File: src/rtl/cwb_pkg.sv
package cwb_pkg;
  typedef enum logic [1:0] {
    XF_SETTINGS = 2'b00,
    XF_ALLOC    = 2'b01,
    XF_INTERNAL = 2'b10,
    XF_STATUS   = 2'b11
  } xfer_t;

  localparam int BYTE_W    = 8;
  localparam int BCNT_W    = $clog2(BYTE_W);
  localparam int TYPE_W    = 2;
  localparam int ID_W      = BYTE_W - TYPE_W;
  localparam logic [ID_W-1:0] DEV_ID = 6'b001000;
endpackage

File: src/rtl/cwb_sync.sv
module cwb_sync #(
  parameter int          W       = 3,
  parameter int          STAGES  = 2,
  parameter logic [W-1:0] IDLE   = '1
) (
  input  logic         clk,
  input  logic         rst,
  input  logic [W-1:0] d,
  output logic [W-1:0] q
);
  logic [W-1:0] st [STAGES];

  always_ff @(posedge clk) begin
    if (rst) st[0] <= IDLE;
    else     st[0] <= d;
  end

  for (genvar k = 1; k < STAGES; k++) begin : g_stage
    always_ff @(posedge clk) begin
      if (rst) st[k] <= IDLE;
      else     st[k] <= st[k-1];
    end
  end

  assign q = st[STAGES-1];
endmodule

File: src/rtl/cwb_frontend.sv
module cwb_frontend
  import cwb_pkg::*;
#(
  parameter int DW = 4,
  parameter int AW = 4
) (
  input  logic          clk,
  input  logic          rst,
  input  logic          s_mode,
  input  logic          s_clk,
  input  logic          s_dat,
  output logic          rise_p,
  output logic          fall_p,
  output logic          mode_rise,
  output logic          sel_q,
  output xfer_t         type_q,
  output logic          wr_vld,
  output logic [AW-1:0] wr_addr,
  output logic [DW-1:0] wr_data
);
  logic              clk_d, mode_d;
  logic              mode_fall;
  logic [BYTE_W-1:0] sh_q, sh_nxt;
  logic [BCNT_W-1:0] bcnt_q;
  logic              byte_end;

  always_ff @(posedge clk) begin
    if (rst) begin
      clk_d  <= 1'b1;
      mode_d <= 1'b1;
    end else begin
      clk_d  <= s_clk;
      mode_d <= s_mode;
    end
  end

  assign rise_p    = s_clk & ~clk_d;
  assign fall_p    = ~s_clk & clk_d;
  assign mode_rise = s_mode & ~mode_d;
  assign mode_fall = ~s_mode & mode_d;
  assign sh_nxt    = {s_dat, sh_q[BYTE_W-1:1]};
  assign byte_end  = (bcnt_q == BCNT_W'(BYTE_W-1));

  always_ff @(posedge clk) begin
    if (rst) begin
      sh_q    <= '0;
      bcnt_q  <= '0;
      sel_q   <= 1'b0;
      type_q  <= XF_SETTINGS;
      wr_vld  <= 1'b0;
      wr_addr <= '0;
      wr_data <= '0;
    end else begin
      wr_vld <= 1'b0;
      if (mode_rise || mode_fall) begin
        bcnt_q <= '0;
      end else if (rise_p) begin
        sh_q   <= sh_nxt;
        bcnt_q <= byte_end ? '0 : bcnt_q + 1'b1;
        if (!s_mode) begin
          if (bcnt_q == '0) sel_q <= 1'b0;
          if (byte_end) begin
            sel_q  <= (sh_nxt[BYTE_W-1:TYPE_W] == DEV_ID);
            type_q <= xfer_t'(sh_nxt[TYPE_W-1:0]);
          end
        end else if (byte_end && sel_q && type_q == XF_SETTINGS) begin
          wr_vld  <= 1'b1;
          wr_data <= sh_nxt[DW-1:0];
          wr_addr <= sh_nxt[DW+AW-1:DW];
        end
      end
    end
  end

  AST_WR_IN_DATA: assert property (@(posedge clk) disable iff (rst)
    wr_vld |-> (s_mode || mode_fall)) else $error("write outside data phase");
  AST_SEL_DROP: assert property (@(posedge clk) disable iff (rst)
    (!s_mode && !mode_fall && rise_p && bcnt_q == '0) |=> !sel_q) else $error("selection kept");
endmodule

File: src/rtl/cwb_regfile.sv
module cwb_regfile #(
  parameter int          DW       = 4,
  parameter int          AW       = 4,
  parameter int          NREG     = 5,
  parameter int          IFM_IDX  = 1,
  parameter logic [DW-1:0] IFM_RST = 4'b0010,
  parameter int          FADE_IDX = 4
) (
  input  logic             clk,
  input  logic             rst,
  input  logic             wr_vld,
  input  logic [AW-1:0]    wr_addr,
  input  logic [DW-1:0]    wr_data,
  output logic [NREG*DW-1:0] regs_o,
  output logic             fade_stb
);
  localparam logic [AW-1:0] FADE_A = AW'(FADE_IDX);

  for (genvar k = 0; k < NREG; k++) begin : g_reg
    localparam logic [DW-1:0] RV = (k == IFM_IDX) ? IFM_RST : '0;
    localparam logic [AW-1:0] KA = AW'(k);
    logic [DW-1:0] r_q;
    always_ff @(posedge clk) begin
      if (rst)                          r_q <= RV;
      else if (wr_vld && wr_addr == KA) r_q <= wr_data;
    end
    assign regs_o[k*DW +: DW] = r_q;
  end

  always_ff @(posedge clk) begin
    if (rst) fade_stb <= 1'b0;
    else     fade_stb <= wr_vld && (wr_addr == FADE_A);
  end

  AST_IGNORE_HIGH: assert property (@(posedge clk) disable iff (rst)
    (wr_vld && wr_addr >= AW'(NREG)) |=> $stable(regs_o)) else $error("high index wrote");
  AST_STB_PULSE: assert property (@(posedge clk) disable iff (rst)
    fade_stb |=> !fade_stb) else $error("strobe too long");
  AST_RST_DEFAULT: assert property (@(posedge clk)
    rst |=> (regs_o[IFM_IDX*DW +: DW] == IFM_RST && regs_o[0 +: DW] == '0 && !fade_stb))
    else $error("reset value");
endmodule

File: src/rtl/cwb_status_tx.sv
module cwb_status_tx #(
  parameter int STAT_W = 48
) (
  input  logic              clk,
  input  logic              rst,
  input  logic              s_mode,
  input  logic              rise_p,
  input  logic              fall_p,
  input  logic              mode_rise,
  input  logic              rd_sel,
  input  logic [STAT_W-1:0] status_i,
  output logic              dat_o,
  output logic              oe_o,
  output logic              done_o
);
  localparam int CW = $clog2(STAT_W + 1);
  localparam logic [CW-1:0] LAST = CW'(STAT_W - 1);
  localparam logic [CW-1:0] FULL = CW'(STAT_W);

  logic [STAT_W-1:0] shr_q;
  logic [CW-1:0]     cnt_q;
  logic              act;

  assign act   = rd_sel && s_mode;
  assign dat_o = shr_q[0];

  always_ff @(posedge clk) begin
    if (rst) begin
      shr_q  <= '0;
      cnt_q  <= '0;
      oe_o   <= 1'b0;
      done_o <= 1'b0;
    end else begin
      done_o <= 1'b0;
      oe_o   <= act;
      if (mode_rise && rd_sel) begin
        shr_q <= status_i;
        cnt_q <= '0;
      end else if (act) begin
        if (rise_p && cnt_q != FULL) begin
          cnt_q <= cnt_q + 1'b1;
          if (cnt_q == LAST) done_o <= 1'b1;
        end else if (fall_p && cnt_q != '0 && cnt_q != FULL) begin
          shr_q <= {1'b0, shr_q[STAT_W-1:1]};
        end
      end
    end
  end

  AST_OE_RELEASE: assert property (@(posedge clk) disable iff (rst)
    !s_mode |=> !oe_o) else $error("driver not released");
  AST_DONE_PULSE: assert property (@(posedge clk) disable iff (rst)
    done_o |=> !done_o) else $error("done too long");
  AST_DONE_AT_END: assert property (@(posedge clk) disable iff (rst)
    done_o |-> cnt_q == FULL) else $error("done early");
  AST_BIT_HOLD: assert property (@(posedge clk) disable iff (rst)
    (oe_o && act && !fall_p && !mode_rise) |=> $stable(dat_o)) else $error("bit moved");
endmodule

File: src/rtl/cwire_slave.sv
module cwire_slave
  import cwb_pkg::*;
#(
  parameter int DW        = 4,
  parameter int AW        = 4,
  parameter int NREG      = 5,
  parameter int STAT_W    = 48,
  parameter int SYNC_STG  = 2
) (
  input  logic               clk,
  input  logic               rst,
  input  logic               bus_mode_i,
  input  logic               bus_clk_i,
  input  logic               bus_dat_i,
  output logic               bus_dat_o,
  output logic               bus_dat_oe,
  input  logic [STAT_W-1:0]  status_i,
  output logic [NREG*DW-1:0] cfg_o,
  output logic               fade_stb_o,
  output logic               rd_done_o
);
  logic [2:0]    s_bus;
  logic          rise_p, fall_p, mode_rise, sel_q, wr_vld;
  xfer_t         type_q;
  logic [AW-1:0] wr_addr;
  logic [DW-1:0] wr_data;

  cwb_sync #(.W(3), .STAGES(SYNC_STG), .IDLE(3'b111)) u_sync (
    .clk(clk), .rst(rst),
    .d({bus_mode_i, bus_clk_i, bus_dat_i}),
    .q(s_bus)
  );

  cwb_frontend #(.DW(DW), .AW(AW)) u_fe (
    .clk(clk), .rst(rst),
    .s_mode(s_bus[2]), .s_clk(s_bus[1]), .s_dat(s_bus[0]),
    .rise_p(rise_p), .fall_p(fall_p), .mode_rise(mode_rise),
    .sel_q(sel_q), .type_q(type_q),
    .wr_vld(wr_vld), .wr_addr(wr_addr), .wr_data(wr_data)
  );

  cwb_regfile #(.DW(DW), .AW(AW), .NREG(NREG)) u_rf (
    .clk(clk), .rst(rst),
    .wr_vld(wr_vld), .wr_addr(wr_addr), .wr_data(wr_data),
    .regs_o(cfg_o), .fade_stb(fade_stb_o)
  );

  cwb_status_tx #(.STAT_W(STAT_W)) u_tx (
    .clk(clk), .rst(rst),
    .s_mode(s_bus[2]), .rise_p(rise_p), .fall_p(fall_p),
    .mode_rise(mode_rise),
    .rd_sel(sel_q && type_q == XF_STATUS),
    .status_i(status_i),
    .dat_o(bus_dat_o), .oe_o(bus_dat_oe), .done_o(rd_done_o)
  );

  AST_OE_STATUS_ONLY: assert property (@(posedge clk) disable iff (rst)
    bus_dat_oe |-> (type_q == XF_STATUS)) else $error("driver on for write");
endmodule

File: config.mk
export PLATFORM = sky130hd
export DESIGN_NAME = cwire_slave
export DESIGN_NICKNAME = d
export VERILOG_FILES = /design/src/rtl/cwb_pkg.sv /design/src/rtl/cwb_sync.sv /design/src/rtl/cwb_frontend.sv /design/src/rtl/cwb_regfile.sv /design/src/rtl/cwb_status_tx.sv /design/src/rtl/cwire_slave.sv
export SDC_FILE = /design/constraint.sdc
export NUM_CORES = 1
export LEC_CHECK = 0
export ABC_AREA = 1
export BUFFER_PORTS_ARGS = -buffer_cell sky130_fd_sc_hd__buf_4
export CAP_MARGIN = 20
export CORE_MARGIN = 4
export CORE_UTILIZATION = 50
export DETAILED_ROUTE_END_ITERATION = 8
export PLACE_DENSITY = 0.75
export SETUP_SLACK_MARGIN = 0.02
export SLEW_MARGIN = 5
export SYNTH_ARGS = -nofsm -noshare
export SYNTH_HDL_FRONTEND = slang
export SYNTH_SLANG_ARGS = --single-unit
File: constraint.sdc
create_clock -name clk -period 1.4 [get_ports clk]
set_input_delay 0.35 -clock clk [delete_from_list [all_inputs] [get_ports clk]]
set_output_delay 0.35 -clock clk [all_outputs]
set_load 0.05 [all_outputs]
-- Yosys cells after proc, flatten, opt, wreduce, memory -nomap -nowiden
Memories as Yosys holds them, arrays and structs flattened.
Index checks and enable logic that the tools add are counted.
- add/subtract/negate cells: 2
- multipliers: 0
- divide/modulo/power cells: 0
- order comparisons: 0
- eq/ne operators: 10
- shift-type cells: 0
- multiplexer cells: 14
- bitwise logic cells: 14
- reduce and logical (&&, ||, !) cells: 31
- operators with widths (operator ; number):
    two-way mux 48 bit ; 4
    logical AND 1 bit ; 13
    AND reduction 4 bit ; 3
    two-way mux 3 bit ; 3
    equality test 4 x 2 -> 1 bit (second input constant) ; 2
    inverter 1 bit ; 8
    OR reduction 4 bit ; 2
    two-way mux 1 bit ; 7
    adder 6 x 1 -> 6 bit (second input constant) ; 1
    equality test 6 x 4 -> 1 bit (second input constant) ; 1
    equality test 6 bit (second input constant) ; 1
    != test 6 bit (second input constant) ; 1
    nonzero test 2 bit ; 3
    nonzero test 6 bit ; 1
    AND 1 bit ; 4
    equality test 4 x 1 -> 1 bit (second input constant) ; 1
    equality test 4 x 3 -> 1 bit (second input constant) ; 1
    logical NOT 4 bit ; 1
    AND reduction 2 bit ; 2
    OR reduction 2 bit ; 2
    adder 3 x 1 -> 3 bit (second input constant) ; 1
    equality test 3 bit (second input constant) ; 1
    logical NOT 3 bit ; 1
    AND reduction 3 bit ; 1
    5 further kinds ; 6
- flip-flop bits (word level): 102
- bits in latches: 0
- bits in writable memories: 6
- memory bits (read-only): 0
- bits of input ports: 53
- memories kept: 1
- memory list (memory ; depth ; bits a word ; read ports ; clocked after memory_dff ; wr ports ; line ; source):
    u_sync.st ; 2 ; 3 ; 2 ; 0 ; 2 ; cwb_sync.sv:11 ; logic [W-1:0] st [STAGES];

-- Depth between registers and ports, before layout
- word-level depth: 8
- gate-level depth with buffers: 10

-- Cells and area by module
From an unflattened synthesis, not the netlist that was laid out.
- cells, all modules: 747
- area, all modules: 5114.9 um2
- by module, submodules not included (module ; times used ; cells each ; area each (um2) ; sequential area each (um2)):
    cwb_status_tx ; 1 ; 428 ; 2822.7 ; 1121.1
    cwb_frontend ; 1 ; 141 ; 1086.0 ; 480.5
    cwb_regfile ; 1 ; 156 ; 1023.5 ; 420.4
    cwb_sync ; 1 ; 19 ; 168.9 ; 120.1
    cwire_slave ; 1 ; 3 ; 13.8 ; 0.0

-- Least setup slack after synthesis
OpenSTA, ideal clock, no wires.
- path type: register to register
- start point: memory u_sync.st[1][2]
- end point: register u_fe.sh_q[7]
- library setup time: 0.119 ns
- data arrival time: 1.407 ns
- required time: 1.281 ns
- path slack: -0.126 ns
- cell stages (with the launch flop): 7
- buffers on the path: 0
- period minus slack after synthesis: 1.526 ns
- path through: dfxtp_1 > inv_1 > ha_1 > nor2_1 > inv_1 > o21ai_0 > a21oi_1
- RTL lines (item ; line ; source):
    from (decl) ; cwb_sync.sv:11 ;
    to (signal assigned) ; cwb_frontend.sv:58 ; sh_q <= sh_nxt;
    to (decl) ; cwb_frontend.sv:23 ; logic [BYTE_W-1:0] sh_q, sh_nxt;

==> out/metrics.cfg <==
[detailed_routing]
wl_per_cell_um = 13.4
dr.pass1.iters = 5
wl_mm = 11.8
vias_per_cell = 5.29
antenna_left = 0
drc = 0
drt_iter0_markers = 274
num_vias = 4658

[placed_design]
dp_hpwl_mm = 7.29
place_area_sq_mm = 0.00559
post-place-ws_ns = -0.107
gp_congestion = 0.805
io_buffer_count = 76

[synthesis]
synth_edf_count = 0
ys.warnings.count = 0
syn-num-nets = 731
post-synth-top-area-cell = dfxtp_1
synth_area_leaders = dfxtp_1 (46%), nand2_1 (18%), a21oi_1 (7.8%), nand3_1 (6.7%), nor2_1 (5.1%)
syn_avg_cell_area_sq_um = 6.91
ys_seq_elements = 107
synth_top_area_share_pct = 46.2
ys.flop_type = dfxtp_1
yosysMostFrequentCell = nand2_1
syn-cell-area_sq_mm = 0.00464
netlist_instances = 671
synthTopCellsByCount = nand2_1 (226), dfxtp_1 (107), a21oi_1 (72), nor2_1 (63), nand3_1 (62)
yosysSeqAreaShare_pct = 46.2
yosysUniqueCellTypes = 22
synth_async_sr_flop_share_pct = 0

[sta]
tightest_slew_ns = 0.322
clock.fmax_ghz = 0.665
slew_headroom_pct = 78.4
holdWs_ns = 0.172
fin_ws_ns = -0.103
finalCriticalPeriod_ns = 1.50
hold_viol = 0
setup-violations-final = 48
rsz0062_at_grt = yes
clock-skew-final_ns = 0.0123
slew_violations = 0
final.period_utilization_pct = 107

[grt]
grt_pass1_wl_mm = 19.1
antenna_found_initial = 0
first_global_vias = 4236
grt_usage_pct = 20.5
grt_max_degree = 54
grt_overflow = 0

[clocking]
clk_latency_ns = 0.36
cts_root_buffer = clkbuf_8
clk_pin_slew_ns = 0.11
clk_path_buf_depth = 2
numCtsBuffers = 9
htree_levels = 3
cts_tree = done
cts_sinks = 107
hold_buffers = 0

[min_path]
worstHoldPathType = in -> reg
min_path_cells = 2

[worst_setup_path]
timing.setup.critical_path_class = reg -> reg
reg2regPathDepth = 8
cp.required_ns = 1.68
critPathCaptureType = register
cp-endpoint = u_tx.shr_q[43]$_SDFFE_PP0P_
crit_start = u_sync.st[1][2]$_SDFF_PP1_
cp_max_fo = 8
rrSetupSlack_ns = -0.10
cp-start-kind = register
rr_endpoint = u_tx.shr_q[43]$_SDFFE_PP0P_
r2r-start = u_sync.st[1][2]$_SDFF_PP1_
worstPathArrival_ns = 1.79

[pwr]
ir_drop_uv = 710
p_leak_nw = 2.73
power.density_mw_per_mm2 = 840

[finish]
final_util_pct = 69.9
drive_gt1_share_pct = 26.4
diodes = 0
syn_to_final_growth_pct = 34.1
layout.nets = 828
finalInstanceArea_sq_mm = 0.00621

[die]
top_level_ports = 77
core_sq_mm = 0.00889
rows = 34
die_w_um = 104
fp.dieH_um = 104
dieArea_sq_mm = 0.0109
start_util_pct = 52.1

[flow_run]
max_cap_viol_count = 0

[run_status]
status = finished, violations left
violations = setup timing

[placed cells by master, fill, tap and decap left out, drive strengths merged, types with 7 or more instances in the layout]
master,instances
nand2,227
nand3,62
buf,120
o21ai,39
nor2,63
dfxtp,107
ha,7
clkbuf,11
a21oi,72
inv,44
[critical path, stage by stage, from the launching register on]
cell,delay (ns)
dfxtp_4,0.38
buf_6,0.10
nand4_1,0.15
nor2_2,0.19
nand2_4,0.12
nand2_8,0.14
clkbuf_16,0.17
nand2_1,0.05
a21oi_1,0.13
[worst min path at each step]
| stage | startpoint | slack, ns | end |
|---|---|---|---|
| finish | bus_clk_i | 0.17 | u_sync.st[0][1]$_SDFF_PP1_ |
| CTS | bus_clk_i | 0.16 | u_sync.st[0][1]$_SDFF_PP1_ |
| detailed placement | u_sync.st[0][1]$_SDFF_PP1_ | 0.40 | u_sync.st[1][1]$_SDFF_PP1_ |
| global route | bus_dat_i | 0.16 | u_sync.st[0][0]$_SDFF_PP1_ |
| floorplan | u_sync.st[0][2]$_SDFF_PP1_ | 0.39 | u_sync.st[1][2]$_SDFF_PP1_ |
| global placement | u_sync.st[0][1]$_SDFF_PP1_ | 0.39 | u_sync.st[1][1]$_SDFF_PP1_ |
[kinds of logic after synthesis]
family                   count (synthesis)  share of synthesized area, %
AND/OR/NAND/NOR                        368                          32.6
AO/OA/AOI/OAI                          112                          12.1
flip-flops                             107                          46.2
buffers and inverters                   77                          7.18
adder cells (fa/ha/maj)                  7                          1.89
[where the power goes]
group	internal [mW]	switching (mW)	leakage [nW]
clock	0.703	1.18	0.0962
combinational	0.147	0.119	1.77
sequential	3.06	0.0147	0.866
total	3.91	1.31	2.73
[state kept, by name, summed over array words and instances (netlist names), 2 cells and up]
name,cells
u_tx.cnt_q,6
u_fe.sh_q,7
u_rf.g.r_q,20
u_fe.wr_data,4
u_tx.shr_q,48
u_fe.bcnt_q,3
u_fe.wr_addr,4
u_fe.type_q,2
u_sync.st,6
[area by class of cell]
cell class	count	area (sq um)
clock inverters	7	67.6
multi-input cells	488	2400
clock buffers	9	124
flip-flops and latches	107	2150
repair buffers	122	1170
well taps	108	135
fillers	718	2680
inverters	40	160
[through the flow]
| step | power [mW] | TNS [ns] | cells |
|---|---|---|---|
| floorplan | 3.23 | -0.299 | 671 |
| global placement | 3.38 | -1.44 | 856 |
| detailed placement | 3.39 | -3.67 | 856 |
| CTS | 5.22 | -1.52 | 878 |
| global route | 5.41 | -7.10 | 881 |
| finish | 5.22 | -2.62 | 881 |
[per-layer routing]
metal  share of wire, %  GRT usage, %
met2                 48          33.4
met1                 45          27.6
met4                1.2          5.41
met3                5.2          3.97
met5                  0             0
[repair_timing]
item	CTS	global route
endpoints found under the hold margin	0	0
gates resized for setup	46	39
pin swaps	9	8
gates cloned	4	2
endpoints found under the setup margin	60	72
buffers inserted	3	1
Note: power is estimated with default switching activity, not from simulation.
